===== src/rtl/swflow_ctrl.sv =====
module swflow_ctrl #(
  parameter int LVL_W = 8
) (
  input  logic             clk,
  input  logic             rst_n,
  input  logic             rx_valid,
  input  logic [7:0]       rx_char,
  output logic             fwd_valid,
  output logic [7:0]       fwd_char,
  input  logic [1:0]       wlen,
  input  logic             par_en,
  input  logic             stop2,
  input  logic             match_en,
  input  logic             dual_en,
  input  logic             spc_en,
  input  logic             auto_tx_en,
  input  logic             hyst_mode,
  input  logic [7:0]       xon1,
  input  logic [7:0]       xon2,
  input  logic [7:0]       xoff1,
  input  logic [7:0]       xoff2,
  input  logic [LVL_W-1:0] fifo_lvl,
  input  logic [LVL_W-1:0] trig_lvl,
  input  logic [LVL_W-1:0] step_lvl,
  input  logic [LVL_W-1:0] hyst_lvl,
  input  logic             baud_tick,
  input  logic             tx_idle,
  input  logic             fifo_avail,
  output logic             load_fifo,
  output logic             load_ctrl,
  output logic [7:0]       ctrl_char,
  output logic             tx_hold,
  input  logic             xoff_ie,
  input  logic             spc_ie,
  input  logic             flag_clr,
  output logic             xoff_flag,
  output logic             spc_flag,
  output logic             irq
);

  typedef enum logic [1:0] {K_NONE, K_ON, K_OFF} kind_t;
  typedef enum logic [2:0] {A_IDLE, A_WAIT, A_OFF, A_HELD, A_ON} auto_t;

  function automatic logic eqm(input logic [7:0] a, input logic [7:0] b, input logic [7:0] m);
    return ((a ^ b) & m) == 8'd0;
  endfunction

  logic [7:0] mask;
  logic       spc_hit, fc, on1, on2, off1, off2;
  kind_t      held_k;
  logic [7:0] held_d, pend_d;
  logic       pend_v, susp;

  assign mask    = 8'hFF >> (2'd3 - wlen);
  assign spc_hit = spc_en & eqm(rx_char, xoff2, mask);
  assign fc      = match_en & ~spc_hit;
  assign on1     = fc & eqm(rx_char, xon1, mask);
  assign on2     = fc & eqm(rx_char, xon2, mask);
  assign off1    = fc & eqm(rx_char, xoff1, mask);
  assign off2    = fc & eqm(rx_char, xoff2, mask);

  always_ff @(posedge clk or negedge rst_n) begin
    if (!rst_n) begin
      fwd_valid <= 1'b0;
      fwd_char  <= 8'd0;
      held_k    <= K_NONE;
      held_d    <= 8'd0;
      pend_v    <= 1'b0;
      pend_d    <= 8'd0;
      susp      <= 1'b0;
      xoff_flag <= 1'b0;
      spc_flag  <= 1'b0;
    end else begin
      fwd_valid <= 1'b0;
      if (flag_clr) spc_flag <= 1'b0;
      if (pend_v) begin
        fwd_valid <= 1'b1;
        fwd_char  <= pend_d;
        pend_v    <= 1'b0;
      end
      if (rx_valid) begin
        if (spc_hit) spc_flag <= 1'b1;
        if (!dual_en) begin
          if (off1) begin
            susp <= 1'b1; xoff_flag <= 1'b1;
          end else if (on1) begin
            susp <= 1'b0; xoff_flag <= 1'b0;
          end else begin
            fwd_valid <= 1'b1; fwd_char <= rx_char;
          end
        end else if (held_k == K_OFF && off2) begin
          susp <= 1'b1; xoff_flag <= 1'b1; held_k <= K_NONE;
        end else if (held_k == K_ON && on2) begin
          susp <= 1'b0; xoff_flag <= 1'b0; held_k <= K_NONE;
        end else begin
          if (held_k != K_NONE) begin
            fwd_valid <= 1'b1; fwd_char <= held_d;
          end
          if (off1) begin
            held_k <= K_OFF; held_d <= rx_char;
          end else if (on1) begin
            held_k <= K_ON; held_d <= rx_char;
          end else begin
            held_k <= K_NONE;
            if (held_k != K_NONE) begin
              pend_v <= 1'b1; pend_d <= rx_char;
            end else begin
              fwd_valid <= 1'b1; fwd_char <= rx_char;
            end
          end
        end
      end
    end
  end

  auto_t            ast;
  logic             idx;
  logic [6:0]       cnt, dly;
  logic [5:0]       nbits;
  logic [LVL_W-1:0] sub, rel;
  logic             sending;

  assign nbits   = 6'd7 + {4'd0, wlen} + {5'd0, par_en} + {5'd0, stop2};
  assign dly     = {nbits, 1'b0};
  assign sub     = hyst_mode ? hyst_lvl : step_lvl;
  assign rel     = (trig_lvl > sub) ? trig_lvl - sub : '0;
  assign sending = (ast == A_OFF) || (ast == A_ON);

  always_ff @(posedge clk or negedge rst_n) begin
    if (!rst_n) begin
      ast <= A_IDLE;
      idx <= 1'b0;
      cnt <= 7'd0;
    end else begin
      case (ast)
        A_IDLE: if (auto_tx_en && fifo_lvl >= trig_lvl) begin
          ast <= A_WAIT; cnt <= 7'd0;
        end
        A_WAIT: if (baud_tick) begin
          if (cnt == dly - 7'd1) begin
            ast <= A_OFF; idx <= 1'b0;
          end else cnt <= cnt + 7'd1;
        end
        A_OFF: if (load_ctrl) begin
          if (dual_en && !idx) idx <= 1'b1;
          else begin ast <= A_HELD; idx <= 1'b0; end
        end
        A_HELD: if (fifo_lvl <= rel) ast <= A_ON;
        A_ON: if (load_ctrl) begin
          if (dual_en && !idx) idx <= 1'b1;
          else begin ast <= A_IDLE; idx <= 1'b0; end
        end
        default: ast <= A_IDLE;
      endcase
    end
  end

  assign load_ctrl = sending & tx_idle;
  assign ctrl_char = (ast == A_OFF) ? (idx ? xoff2 : xoff1) : (idx ? xon2 : xon1);
  assign load_fifo = tx_idle & fifo_avail & ~susp & ~sending;
  assign tx_hold   = susp;
  assign irq       = (xoff_flag & xoff_ie) | (spc_flag & spc_ie);

endmodule


===== config.mk =====
export PLATFORM = sky130hd
export DESIGN_NAME = swflow_ctrl
export DESIGN_NICKNAME = d
export VERILOG_FILES = /design/src/rtl/swflow_ctrl.sv
export SDC_FILE = /design/constraint.sdc
export NUM_CORES = 1
export LEC_CHECK = 0
export BUFFER_PORTS_ARGS = -buffer_cell sky130_fd_sc_hd__buf_4
export CORE_MARGIN = 5
export CORE_UTILIZATION = 55
export CTS_BUF_LIST = sky130_fd_sc_hd__clkbuf_4 sky130_fd_sc_hd__clkbuf_8
export CTS_CLUSTER_SIZE = 30
export DETAILED_ROUTE_END_ITERATION = 10
export PLACE_DENSITY_LB_ADDON = 0.08
export SLEW_MARGIN = 20
export SYNTH_ARGS = -nofsm -noshare
export SYNTH_HDL_FRONTEND = slang
export SYNTH_SLANG_ARGS = --single-unit

===== constraint.sdc =====
create_clock -name clk -period 2.1 [get_ports clk]
set_input_delay 0.105 -clock clk [delete_from_list [all_inputs] [get_ports clk]]
set_output_delay 0.105 -clock clk [all_outputs]
set_load 0.005 [all_outputs]

==> reports/results.txt <==
Global routing finished with a remaining overflow of 0. Static leakage: 2.60 nW. Detailed routing inserted a total of 3867 vias.

The tools report the startpoint type of the worst setup path as a primary input. The top cell type by area accounts for 25.8% of the synthesized area. The fraction of layout cells with a size suffix above 1 came out at 43.8%.

The share of total power dissipated in combinational logic is 46.0%. The H-tree was split into 2 levels. Cell at the root of the clock tree: clkbuf_8. The largest stage delay on the critical path came out at 0.36 ns.

Yosys printed 0 warnings. In the synthesized netlist the dominant register cell turns out to be dfrtp_1. Max-slew violation count: 0.

The analysis attributes to net switching a power of 1.09 mW. The library cell occupying the most area in the post-synthesis netlist was dfrtp_1. The floorplan step defined a die boundary enclosing 0.00902 sq mm. The tool flagged a number of max-cap violations equal to 0. For this design the ratio of total power to cell area is 557 mW/mm^2.

The final period demand of the worst path came out at 3.33 ns. The required time at the endpoint of the critical path is 2.29 ns, and the measured slew at the worst slew-check pin is 0.529 ns. The die span in x was 95.0 um; the die extent in y was 95.0 um.

The tools report the number of buffers between clock root and the deepest sink as 2. The mean number of vias per cell was 5.77; the number of standard-cell rows in the floorplan was 31. The first TritonRoute pass finished after 4 iterations.

The signal on the critical path passes through buf_6 -> mux2_4 -> ha_4 -> fa_2 -> nor2b_1 -> o21ai_1 -> a21boi_1 -> o21a_1 -> o21ai_2 -> a21oi_2 -> buf_4 -> nor2b_4 -> ha_4 -> nor2b_4 -> o21a_1 -> o21ai_1 -> a21oi_1 -> o221a_2 -> a21o_1 -> o41ai_2. Dividing the detail-routed wire length by the instance count gives 16.5 um. TritonCTS built the clock tree. The count of antenna-violating nets left after detailed routing was 0. The filler cells instantiated in the layout total 515. For flop-to-flop paths, the worst setup slack is 0.08 ns. The clock insertion delay at the later pin of the skew report is 0.29 ns. Clock tree synthesis found a total of 41 sinks.

The run gives 113 as the count of boundary I/O pins. Path type of the worst setup path: in -> reg. The mean post-synth cell area works out to 9.50 sq um.

The terminus of the critical flop-to-flop path was cnt[3]. From synthesis to final layout, the design area changed by 41.2%. The library cells used most frequently in the layout, excluding fill and tap cells, are buf_4, dfrtp_1, inv_1, nand2_1. Measured in cells, the most critical reg-to-reg path has a length of 7. When the netlist entered floorplanning its net count stood at 540. Leading cell type in the layout, fill and taps excluded: buf_4. In this run the tightest slew margin relative to its limit is 64.7%. The share of synthesized registers carrying an async set or reset is 100%. The register area share after synthesis came out at 25.8%.

The checks that failed: setup timing. The clock skew is 0.00441 ns, and the number of inserted diodes is 0. The initial cell density of the core was 55.6%. The cell-internal power was 2.04 mW. At the end of routability-driven placement, the weighted congestion stood at 0.830.

In the routed design, unresolved DRC markers number 0. Clock tree synthesis inserted a total of 5 buffers. Of the total power, the share spent switching nets is 34.8%.

Entering global routing, the biggest net connects 42 pins. The path class of the tightest hold or removal check is in -> reg. The synthesized design contains 0 enable-type register cells. The worst setup path is captured at a flop.

Slowest cell on the critical path: fa_2. Data on the critical path arrives at its endpoint at 3.52 ns. The number of endpoints failing setup at the final stage is 11, and the wire length of the first global-routing pass is 17.4 mm. The detailed router finished its first iteration with 126 violations. The flow ran to the end, but the final reports show violations. For the count of endpoints failing hold in the final timing report, the log shows 0.

In this run the worst setup path begins at hyst_mode. In the finished design, the share of the clock period the worst path needs comes to 159%. The final HPWL from detailed placement is 8.71 mm, and the net count of the finished layout is 692.

The flip-flop and latch count after synthesis works out to 41. The final cell utilization of the core came out at 78.6%. Number of antenna violations at the first check in global routing: 0. Setup repair after global routing could not meet its margin everywhere. Capture point of the critical path: ast[0]. The cell count after synthesis came out at 418. The design draws 3.12 mW. By area the synthesized netlist is led by dfrtp_1, ha_1, mux2_2.

Static timing analysis puts the maximum clock frequency at 300 MHz. The cell area that synthesis handed to floorplanning was 0.00397 sq mm. The placeable core area is 0.00714 sq mm. The worst register-to-register path begins at cnt[3].

After synthesis, the netlist uses 63 different library cells. In the global route stage, overall resource usage came out at 24.2%. After clock tree synthesis, the clock-pin slew on the worst setup and hold paths is 0.08 ns. Port buffering added 112 buffers.

The largest fanout on the critical path is 4, and the worst setup slack after layout is -1.23 ns. Sequential cells burn 33.3% of the power. The number of global-route vias before repair was 3855; the worst hold slack after final layout was 0.0721 ns. The tools report the worst voltage drop across the vdd grid as 433 uV.

The clock network is responsible for 20.6% of the overall power. For this block, the routed nets add up to 11.0 mm of wire.
==> registers in the layout, summed over array words and instances (netlist names), 2 cells and up <==
signal    flops
ast           3
cnt           7
fwd_char      8
held_d        8
held_k        2
pend_d        8
==> per-layer routing <==
layer | track usage (%) | up-vias | share of wire (%)
li1 | - | 1849 | -
met1 | 31.3 | 1882 | 44
met2 | 41.7 | 123 | 49
met3 | 3.98 | 13 | 6.4
met4 | 6.61 | 0 | 1.1
met5 | 0 | - | 0
==> worst max-delay path, delay by kind of cell <==
| family | cells | cell delay (ns) |
|---|---|---|
| adder cells (fa/ha/maj) | 3 | 0.68 |
| AO/OA/AOI/OAI | 11 | 1.88 |
| AND/OR/NAND/NOR | 3 | 0.31 |
| multiplexers | 1 | 0.30 |
| buffers and inverters | 2 | 0.26 |
==> cell usage after synthesis (8+ instances only) <==
cell      count
nor2_1       15
nor2b_1      11
xor2_1       16
dfrtp_1      41
o21ai_0      28
mux2_2       23
o221ai_1      8
a21oi_1      12
ha_1         30
clkbuf_1      8
mux4_2        8
mux2i_1      19
nand3_1      10
nand2_1      24
inv_1        27
xnor2_1      22
==> cell type report <==
type / count / area, sq um / area share (%)
clock inverter: 3 / 46.3 / 0.825
multi-input combinational: 330 / 2960 / 52.7
tap: 99 / 124 / 2.21
clock buffer: 5 / 68.8 / 1.23
sequential: 41 / 1030 / 18.3
inverter: 28 / 120 / 2.14
timing repair buffer: 164 / 1270 / 22.6
==> power by group through the flow <==
stage	registers [mW]	logic, mW	clock network, mW
floorplan	1.01	0.833	0
global placement	1.04	1.25	0
detailed placement	1.05	1.29	0
CTS	1.03	1.36	0.665
global route	1.06	1.58	0.692
finish	1.04	1.44	0.645
==> through the flow <==
step | setup TNS, ns | instance area (sq um) | setup slack (ns) | std cells
detailed placement | -13.52 | 5270 | -1.50 | 652
global route | -9.58 | 5610 | -1.38 | 670
finish | -8.22 | 5610 | -1.23 | 670
CTS | -7.37 | 5490 | -1.15 | 666
floorplan | -8.48 | 4120 | -1.39 | 418
global placement | -11.82 | 5270 | -1.41 | 652
==> repair_timing <==
item	4_1_cts	5_1_grt
setup buffers	4	4
hold buffers	2	0
endpoints found under the hold margin	42	0
resized for setup	15	19
setup endpoints to repair	11	12
pin swaps	11	12
==> worst min-delay path by stage <==
| stage | start | endpoint | depth (start not counted) |
|---|---|---|---|
| finish | spc_en | spc_flag | 3 |
| global placement | rst_n | fwd_char[1] | 1 |
| detailed placement | rst_n | held_d[3] | 1 |
| CTS | spc_en | spc_flag | 3 |
| global route | spc_en | spc_flag | 3 |
| floorplan | rst_n | ast[0] | 0 |
==> cell families after synthesis <==
logic type	share of synthesized area (%)
AND/OR/NAND/NOR	15.2
AO/OA/AOI/OAI	18.6
multiplexers	16.1
buffers and inverters	5.36
flip-flops	25.8
XOR/XNOR	8.38
adder cells (fa/ha/maj)	10.5
No activity file was read; power rests on OpenSTA's default activity.
